==> src/rtl/br_cond_pkg.sv <==
package br_cond_pkg;

  typedef enum logic [3:0] {
    CND_NEVER  = 4'd0,
    CND_EQ     = 4'd1,
    CND_LE     = 4'd2,
    CND_LT     = 4'd3,
    CND_LEU    = 4'd4,
    CND_CS     = 4'd5,
    CND_NEG    = 4'd6,
    CND_VS     = 4'd7,
    CND_ALWAYS = 4'd8,
    CND_NE     = 4'd9,
    CND_GT     = 4'd10,
    CND_GE     = 4'd11,
    CND_GTU    = 4'd12,
    CND_CC     = 4'd13,
    CND_POS    = 4'd14,
    CND_VC     = 4'd15
  } cond_e;

  typedef struct packed {
    logic n;
    logic z;
    logic v;
    logic c;
  } flags_t;

  localparam int unsigned NUM_BASE = 8;

endpackage

==> src/rtl/br_cond_eval.sv <==
module br_cond_eval
  import br_cond_pkg::*;
(
  input  logic [3:0] cond_i,
  input  logic [3:0] flags_i,
  output logic       taken_o,
  output logic       uncond_o
);

  flags_t             fl;
  logic [NUM_BASE-1:0] base;
  logic               sel_base;

  assign fl = flags_t'(flags_i);

  // Base terms for codes 0..7; codes 8..15 are their complements.
  always_comb begin
    base[0] = 1'b0;
    base[1] = fl.z;
    base[2] = fl.z | (fl.n ^ fl.v);
    base[3] = fl.n ^ fl.v;
    base[4] = fl.c | fl.z;
    base[5] = fl.c;
    base[6] = fl.n;
    base[7] = fl.v;
  end

  assign sel_base = base[cond_i[2:0]];
  assign taken_o  = sel_base ^ cond_i[3];
  assign uncond_o = (cond_i[2:0] == 3'd0);

  // the fixed codes ignore every flag
  always_comb begin
    if (cond_i == CND_ALWAYS) begin
      p_always_taken_r2: assert (taken_o);
    end
    if (cond_i == CND_NEVER) begin
      p_never_untaken_r2: assert (!taken_o);
    end
  end

endmodule

==> src/rtl/br_target_add.sv <==
module br_target_add #(
  parameter int unsigned ADDR_W = 32,
  parameter int unsigned DISP_W = 22
) (
  input  logic [ADDR_W-1:0] pc_i,
  input  logic [DISP_W-1:0] disp_i,
  output logic [ADDR_W-1:0] target_o
);

  localparam int unsigned EXT_W = ADDR_W - DISP_W - 2;

  logic [ADDR_W-1:0] byte_off;

  // Word displacement: sign-extend, then scale by 4.
  assign byte_off = {{EXT_W{disp_i[DISP_W-1]}}, disp_i, 2'b00};
  assign target_o = pc_i + byte_off;

endmodule

==> src/rtl/br_pc_step.sv <==
module br_pc_step
  import br_cond_pkg::*;
#(
  parameter int unsigned      ADDR_W = 32,
  parameter logic [ADDR_W-1:0] RST_PC = '0
) (
  input  logic              clk,
  input  logic              rst_int_n,
  input  logic              br_vld_i,
  input  logic              annul_i,
  input  logic              taken_i,
  input  logic              uncond_i,
  input  logic [ADDR_W-1:0] target_i,
  input  logic [ADDR_W-1:0] npc_i,
  output logic [ADDR_W-1:0] pc_o,
  output logic [ADDR_W-1:0] npc_o,
  output logic              annul_o
);

  localparam logic [ADDR_W-1:0] STEP    = ADDR_W'(4);
  localparam logic [ADDR_W-1:0] RST_NPC = RST_PC + STEP;

  logic [ADDR_W-1:0] pc_q, pc_d;
  logic [ADDR_W-1:0] npc_q, npc_d;
  logic              ann_q, ann_d;
  logic              act;
  logic              redirect;
  logic              upd_en;

  // A strobe inside an annulled slot is squashed.
  assign act      = br_vld_i & ~ann_q;
  assign redirect = act & taken_i;
  assign upd_en   = 1'b1;

  always_comb begin
    pc_d  = npc_i;
    npc_d = redirect ? target_i : (npc_i + STEP);
    ann_d = act & annul_i & (~taken_i | (uncond_i & taken_i));
  end

  always_ff @(posedge clk or negedge rst_int_n) begin
    if (!rst_int_n) begin
      pc_q  <= RST_PC;
      npc_q <= RST_NPC;
      ann_q <= 1'b0;
    end else if (upd_en) begin
      pc_q  <= pc_d;
      npc_q <= npc_d;
      ann_q <= ann_d;
    end
  end

  assign pc_o    = pc_q;
  assign npc_o   = npc_q;
  assign annul_o = ann_q;

  // a taken branch other than always leaves the slot alive
  p_taken_keeps_slot_r9: assert property (@(posedge clk) disable iff (!rst_int_n)
    (br_vld_i && !ann_q && taken_i && !uncond_i) |=> !ann_q);

  // a squashed slot cannot redirect or annul
  p_slot_inert_r11: assert property (@(posedge clk) disable iff (!rst_int_n)
    ann_q |=> (!ann_q && npc_q == $past(npc_i) + STEP));

endmodule

==> src/rtl/br_delay_unit.sv <==
module br_delay_unit
  import br_cond_pkg::*;
#(
  parameter int unsigned      ADDR_W = 32,
  parameter int unsigned      DISP_W = 22,
  parameter logic [ADDR_W-1:0] RST_PC = '0
) (
  input  logic              clk,
  input  logic              rst_n,
  input  logic              br_vld_i,
  input  logic [3:0]        cond_i,
  input  logic              annul_i,
  input  logic [3:0]        flags_i,
  input  logic [DISP_W-1:0] disp_i,
  input  logic [ADDR_W-1:0] pc_i,
  input  logic [ADDR_W-1:0] npc_i,
  output logic [ADDR_W-1:0] pc_o,
  output logic [ADDR_W-1:0] npc_o,
  output logic              annul_o
);

  localparam int unsigned SYNC_N = 2;

  logic [SYNC_N-1:0] rst_sync_q;
  logic              rst_int_n;
  logic              taken;
  logic              uncond;
  logic [ADDR_W-1:0] target;
  logic              live_q;

  // Asynchronous assertion, synchronous release.
  always_ff @(posedge clk or negedge rst_n) begin
    if (!rst_n) rst_sync_q <= '0;
    else        rst_sync_q <= {rst_sync_q[SYNC_N-2:0], 1'b1};
  end
  assign rst_int_n = rst_sync_q[SYNC_N-1];

  br_cond_eval u_eval (
    .cond_i   (cond_i),
    .flags_i  (flags_i),
    .taken_o  (taken),
    .uncond_o (uncond)
  );

  br_target_add #(.ADDR_W(ADDR_W), .DISP_W(DISP_W)) u_tgt (
    .pc_i     (pc_i),
    .disp_i   (disp_i),
    .target_o (target)
  );

  br_pc_step #(.ADDR_W(ADDR_W), .RST_PC(RST_PC)) u_step (
    .clk       (clk),
    .rst_int_n (rst_int_n),
    .br_vld_i  (br_vld_i),
    .annul_i   (annul_i),
    .taken_i   (taken),
    .uncond_i  (uncond),
    .target_i  (target),
    .npc_i     (npc_i),
    .pc_o      (pc_o),
    .npc_o     (npc_o),
    .annul_o   (annul_o)
  );

  // Marks that the previous edge was already out of reset.
  always_ff @(posedge clk or negedge rst_int_n) begin
    if (!rst_int_n) live_q <= 1'b0;
    else            live_q <= 1'b1;
  end

  // the delay slot always executes next
  p_pc_follows_npc_r5: assert property (@(posedge clk) disable iff (!rst_int_n)
    live_q |-> pc_o == $past(npc_i));

  // a live taken branch loads the adder's target
  p_taken_target_r6: assert property (@(posedge clk) disable iff (!rst_int_n)
    (br_vld_i && !annul_o && taken) |=> npc_o == $past(target));

  // a step without a branch falls through
  p_no_branch_seq_r7: assert property (@(posedge clk) disable iff (!rst_int_n)
    !br_vld_i |=> (npc_o == $past(npc_i) + ADDR_W'(4) && !annul_o));

  // untaken annulling branch squashes its slot
  p_untaken_annul_r8: assert property (@(posedge clk) disable iff (!rst_int_n)
    (br_vld_i && !annul_o && annul_i && !taken) |=> annul_o);

endmodule

==> config.mk <==
export PLATFORM = sky130hd
export DESIGN_NAME = br_delay_unit
export DESIGN_NICKNAME = d
export VERILOG_FILES = /design/src/rtl/br_cond_pkg.sv /design/src/rtl/br_cond_eval.sv /design/src/rtl/br_target_add.sv /design/src/rtl/br_pc_step.sv /design/src/rtl/br_delay_unit.sv
export SDC_FILE = /design/constraint.sdc
export NUM_CORES = 1
export LEC_CHECK = 0
export BUFFER_PORTS_ARGS = -buffer_cell sky130_fd_sc_hd__buf_2
export CAP_MARGIN = 5
export CELL_PAD_IN_SITES_DETAIL_PLACEMENT = 0
export CELL_PAD_IN_SITES_GLOBAL_PLACEMENT = 2
export CORE_UTILIZATION = 31
export CTS_CLUSTER_DIAMETER = 50
export DETAILED_ROUTE_END_ITERATION = 8
export PLACE_DENSITY = 0.95
export SYNTH_ARGS = -nofsm -noshare
export SYNTH_HDL_FRONTEND = slang
export SYNTH_SLANG_ARGS = --single-unit
==> constraint.sdc <==
create_clock -name clk -period 3.3 [get_ports clk]
set_clock_uncertainty 0.05 [all_clocks]
set_input_delay 0.99 -clock clk [delete_from_list [all_inputs] [get_ports clk]]
set_output_delay 0.99 -clock clk [all_outputs]
set_load 0.005 [all_outputs]
# Word level (Yosys, flattened, before mapping)
# Index checks and enable logic that the tools add are counted.
dict set report totals {
  ff_bits 67
  input_bits 98
  wordCells 23
}
dict set report op_classes {
  n_mux 3
  n_bitwise 12
  n_lt_le_gt_ge 1
  reduce_logical 1
  addsub 2
}
# op count
set op_table {}
lappend op_table {{$add A32 B3 Y32 const B} 1}
lappend op_table {{$add A32 B32 Y32} 1}
lappend op_table {{$mux W32} 1}
lappend op_table {{$and A1 B1 Y1} 5}
lappend op_table {{$lt A3 B4 Y1 const B} 1}
lappend op_table {{$bmux W1 S3} 1}
lappend op_table {{$logic_not A3 Y1} 1}
lappend op_table {{$or A1 B1 Y1} 3}
lappend op_table {{$not A1 Y1} 2}
lappend op_table {{$xor A1 B1 Y1} 2}
lappend op_table {{$mux W1} 1}

# Logic depth before layout (Yosys ltp)
dict set report logic_depth {
  depth_word 8
  ltp_mapped 10
  depth_no_buf 10
}

# Cells and area by module
# From an unflattened synthesis, not the netlist that was laid out.
dict set report hier_totals {
  cells_unflattened 492
  hier_area_um2 4481.8
}
# module area_each_um2 seq_area_each_um2 cells_each n_inst
set modules_own_cells {}
lappend modules_own_cells {br_pc_step 2680.1 1627.8 251 1}
lappend modules_own_cells {br_target_add 1660.3 0.0 226 1}
lappend modules_own_cells {br_cond_eval 87.6 0.0 12 1}
lappend modules_own_cells {br_delay_unit 53.8 50.0 3 1}

# Worst setup path before layout
# No wires, ideal clock.
dict set report synth_path {
  path_kind {in2reg}
  from {input disp_i[0]}
  to {register u_step.npc_q[30] (netlist: u_step.npc_o[30])}
  setup_slack_ns 0.004
  setup_ns 0.134
  stages 10
  arrival_ns 3.112
  required_time_ns 3.116
  cell_sequence {ha_1 -> fa_1 -> a211oi_2 -> nor4_2 -> o311ai_1 -> nand3_1 -> a311oi_1 -> o21ai_1 -> xnor2_1 -> o21ai_0}
}
dict set report synth_between {
  elab_chain_cells 2
}
# item line
set synth_rtl {}
lappend synth_rtl {{start, declared} br_delay_unit.sv:14} ;# input logic [DISP_W-1:0] disp_i,
lappend synth_rtl {{$add A32 B32 Y32} br_target_add.sv:16} ;# assign target_o = pc_i + byte_off;
lappend synth_rtl {{$mux W32} br_pc_step.sv:37} ;# npc_d = redirect ? target_i : (npc_i + STEP);
lappend synth_rtl {{net u_step.npc_d[30]} br_pc_step.sv:24} ;# logic [ADDR_W-1:0] npc_q, npc_d;
lappend synth_rtl {{end signal, assigned} br_pc_step.sv:48} ;# npc_q <= npc_d;
lappend synth_rtl {{end, declared} br_pc_step.sv:24}
# The timed path passes the listed nets, and every way through them passes these cells.

# Worst setup path after layout
dict set report layout_path {
  from {input disp_i[0]}
  to {register u_step.npc_q[26] (netlist: u_step.npc_o[26])}
}
# Same word-level chain as after synthesis.

==> impl_table.tex <==
\begin{tabular}{lr}
\hline
Metric & Value \\
\hline
\multicolumn{2}{l}{\textbf{GRT}} \\
\quad Largest net degree at the start of global routing & 44 \\
\quad First-pass GRT wire length & 19220 microns \\
\quad Global-route congestion overflow total & 0 \\
\quad Vias in the first global route & 3853 \\
\quad Most used routing layer & met2 \\
\quad Met1 track demand over resource & 23.28\% \\
\quad Initial antenna violation count & 0 \\
\quad Total GRT Usage & 17.53\% \\
\quad Met2 Use GR & 28.49\% \\
\quad Met3 track demand over resource in global routing & 2.955\% \\
\multicolumn{2}{l}{\textbf{Critical path}} \\
\quad Reg2Reg Setup Slack & 1.69 ns \\
\quad Crit start category & input pin \\
\quad Critical-path maximum fanout & 3 \\
\quad Required time of the worst setup path & 3.45 ns \\
\quad Critical path class & input pin to register \\
\quad Worst Setup End Kind & register \\
\quad Signal arrival time at the worst endpoint & 3.31 ns \\
\quad Endpoint of the worst register-to-register path & u\_step.npc\_o[25] \\
\quad Reg-to-Reg Start & u\_step.annul\_o \\
\quad Worst-case reg-to-reg path depth & 4 \\
\multicolumn{2}{l}{\textbf{Min path}} \\
\quad Hold wc startpoint & rst\_sync\_q[0] \\
\quad Number of instances on the worst hold path & 0 \\
\quad Worst min path class & register to register \\
\quad Sink of the worst hold path & rst\_sync\_q[1] \\
\multicolumn{2}{l}{\textbf{Pwr}} \\
\quad Largest voltage drop on the vdd net & 0.0002381 V \\
\quad Leakage & 2.826 nW \\
\quad Power density normalized to cell area & 437.5 mW/mm\^{}2 \\
\multicolumn{2}{l}{\textbf{Detailed routing}} \\
\quad Number of design rule violations left after detail routing & 0 \\
\quad Drt initial violations & 139 \\
\quad Wire length after detailed routing & 11630 microns \\
\quad Total via count after detailed routing & 3883 \\
\quad Drt pass-1 iters & 4 \\
\quad WL/cell & 14.20 microns \\
\quad DR vias/cell & 4.741 \\
\quad Final antenna-violating net count & 0 \\
\multicolumn{2}{l}{\textbf{Logic synthesis}} \\
\quad Post-synthesis sequential element count & 67 \\
\quad Number of enable-type register cells in the synthesized netlist & 0 \\
\quad Number of standard cells after synthesis & 449 \\
\quad Total nets after synthesis & 578 \\
\quad Synthesis Warnings & 0 \\
\quad Number of distinct standard cells referenced by the synthesized netlist & 56 \\
\quad Ys async rst share & 100.0\% \\
\quad Sequential cell area fraction in the yosys report & 40.20\% \\
\quad Ys flop type & sky130\_fd\_sc\_hd\_\_dfrtp\_1 \\
\quad Synth Cell Area & 0.004174 sq mm \\
\quad Post-Synthesis Mean Instance Area & 9.296 sq um \\
\multicolumn{2}{l}{\textbf{Timing}} \\
\quad Final Hold Violating Endpoints & 0 \\
\quad Share of the clock period used by the worst path after layout & 95.61\% \\
\quad Final critical path time including I/O delays and setup & 3.155 ns \\
\quad Setup repair after global routing missed its margin & no \\
\quad Max Clk Rate & 316.9 MHz \\
\quad Setup violation total in the final timing report & 0 \\
\quad Slew at the pin with the worst max-slew slack & 0.8974 ns \\
\quad Final slew viol count & 0 \\
\quad Relative max-transition margin & 40.17\% \\
\multicolumn{2}{l}{\textbf{Floorplan}} \\
\quad Initial cell density of the core & 31.64\% \\
\quad Num ports & 163 \\
\quad Overall die height & 118.0 microns \\
\quad Rows & 42 \\
\quad Die Outline Area & 0.01393 sq mm \\
\quad Width of the chip & 118.0 microns \\
\quad Area inside the core boundary & 0.01319 sq mm \\
\multicolumn{2}{l}{\textbf{Final layout}} \\
\quad Fin util & 42.96\% \\
\quad Leading cell type in the layout, fill and taps excluded & sky130\_fd\_sc\_hd\_\_buf\_2 \\
\quad Ratio of cells with drive above 1 in the final layout & 34.68\% \\
\quad FILL cells & 1322 \\
\quad Area of the multi-input gates & 0.002415 sq mm \\
\quad Most frequent cells in the layout & sky130\_fd\_sc\_hd\_\_buf\_2 (162), sky130\_fd\_sc\_hd\_\_dfrtp\_1 (65), sky130\_fd\_sc\_hd\_\_nand2\_1 (57) \\
\quad Total area of sequential cells & 0.001679 sq mm \\
\quad Area added between synthesis and finish & 35.76\% \\
\quad Final Instance Area & 0.005667 sq mm \\
\quad Number of nets in the layout & 767 \\
\quad Antenna diodes & 0 \\
\multicolumn{2}{l}{\textbf{Place}} \\
\quad Post-detailed-placement half-perimeter wirelength & 9564 microns \\
\quad Port buffer count & 162 \\
\quad Cell Area, Placed & 0.005379 sq mm \\
\quad Routability Congestion & 0.8364 \\
\multicolumn{2}{l}{\textbf{Clocking}} \\
\quad Worst-path clk slew & 0.05 ns \\
\quad Clock Root Buffer & sky130\_fd\_sc\_hd\_\_clkbuf\_16 \\
\quad Max Root-Sink Buffers & 2 \\
\quad \# H-tree levels & 3 \\
\quad Clock tree from TritonCTS & yes \\
\quad Number of clock buffers inserted by TritonCTS & 9 \\
\quad Sink count of the clock tree & 67 \\
\quad Number of hold buffers added after cts & 0 \\
\quad Clock insertion delay at the later pin of the skew report & 0.33 ns \\
\multicolumn{2}{l}{\textbf{Flow run}} \\
\quad Max Cap Violations & 0 \\
\multicolumn{2}{l}{\textbf{Run status}} \\
\quad Run status & complete, no violations \\
\hline
\end{tabular}
cell usage after synthesis, types with 9 or more instances:
cell,number,share of area [%]
sky130_fd_sc_hd__dfrtp_1,66,40
sky130_fd_sc_hd__a21oi_1,39,4.7
sky130_fd_sc_hd__a21o_1,15,2.7
sky130_fd_sc_hd__xor2_1,29,6.1
sky130_fd_sc_hd__nand2_1,58,5.2
sky130_fd_sc_hd__ha_1,30,9.0
sky130_fd_sc_hd__nor2_1,21,1.9
sky130_fd_sc_hd__o21ai_0,30,3.6
sky130_fd_sc_hd__nand4_1,9,1.3
sky130_fd_sc_hd__nand3_1,19,2.3
sky130_fd_sc_hd__xnor2_1,30,6.3
sky130_fd_sc_hd__clkbuf_1,13,1.2
critical path, cell delays in order:
cell                       delay, ns
sky130_fd_sc_hd__buf_2          0.10
sky130_fd_sc_hd__ha_1           0.21
sky130_fd_sc_hd__fa_2           0.38
sky130_fd_sc_hd__a211oi_2       0.27
sky130_fd_sc_hd__nor4_2         0.09
sky130_fd_sc_hd__o311ai_1       0.30
sky130_fd_sc_hd__buf_4          0.17
sky130_fd_sc_hd__nand3_1        0.11
sky130_fd_sc_hd__a311oi_2       0.31
sky130_fd_sc_hd__buf_4          0.16
sky130_fd_sc_hd__xor2_1         0.13
sky130_fd_sc_hd__o21ai_0        0.08
sequential cells by signal, summed over array words and instances, names as in the netlist:
register / count
rst_sync_q: 2
u_step.pc_o: 32
u_step.annul_o: 1
u_step.npc_o: 32
worst max-delay path by stage:
stage / from / to / slack, ns / depth (start not counted)
after global routing: disp_i[0] / u_step.npc_o[26] / 0.002 / 12
after global placement: disp_i[0] / u_step.npc_o[26] / -0.35 / 12
after CTS: disp_i[0] / u_step.npc_o[26] / 0.03 / 12
after floorplan: disp_i[0] / u_step.npc_o[30] / 0.004 / 10
after detailed placement: disp_i[0] / u_step.npc_o[26] / -0.38 / 12
final: disp_i[0] / u_step.npc_o[26] / 0.14 / 12
metal layers:
| metal | up-vias | part of all wire, % |
|---|---|---|
| met5 | - | 0 |
| met3 | 19 | 4.2 |
| met1 | 1772 | 47 |
| met2 | 107 | 47 |
| met4 | 0 | 1.9 |
| li1 | 1985 | - |
repair_timing:
item | in CTS | in global routing
gates resized for setup | 1 | 1
pin swaps | 0 | 2
setup endpoints to repair | 2 | 5
setup buffers | 0 | 1
cloned | 0 | 0
cell type report:
| class | instances | share of cell area, % |
|---|---|---|
| clock buffers | 11 | 4.284 |
| repair buffers | 194 | 18.55 |
| flip-flops and latches | 67 | 29.63 |
| well taps | 176 | 3.886 |
| clock inverters | 5 | 0.5078 |
| inverters | 8 | 0.5299 |
| multi-input cells | 358 | 42.61 |
per-stage QoR:
stage / hold WS (ns) / power [mW] / std cells / setup TNS, ns / worst slack [ns]
2_1_floorplan: 0.2812 / 1.319 / 449 / 0 / 0.004380
5_1_grt: 0.3037 / 2.625 / 819 / 0 / 0.001831
3_5_place_dp: 0.2910 / 1.642 / 802 / -1.921 / -0.3796
3_3_place_gp: 0.2874 / 1.634 / 802 / -1.580 / -0.3478
6_report: 0.2969 / 2.479 / 819 / 0 / 0.1448
4_1_cts: 0.3019 / 2.502 / 818 / 0 / 0.02890
cells by family (layout without fill, tap and decap cells):
logic type      Yosys count  in the layout  share of synthesized area, %
compound gates          119            119                         18.05
fa+ha+maj                31             31                         9.472
buf+inv                  24            218                         2.218
xor+xnor                 59             59                         12.38
flops                    67             67                         40.20
other cells               1              1                       0.08984
simple gates            145            145                         16.88
mux                       3              3                        0.7195
where the power goes:
part	leakage (nW)	internal (mW)	total, mW	switching, mW
sequential	0.784	0.906	0.943	0.0373
clock	0.139	0.523	0.852	0.328
combinational	1.90	0.319	0.684	0.365
total	2.83	1.75	2.48	0.731
(Power assumes the default switching activity.)
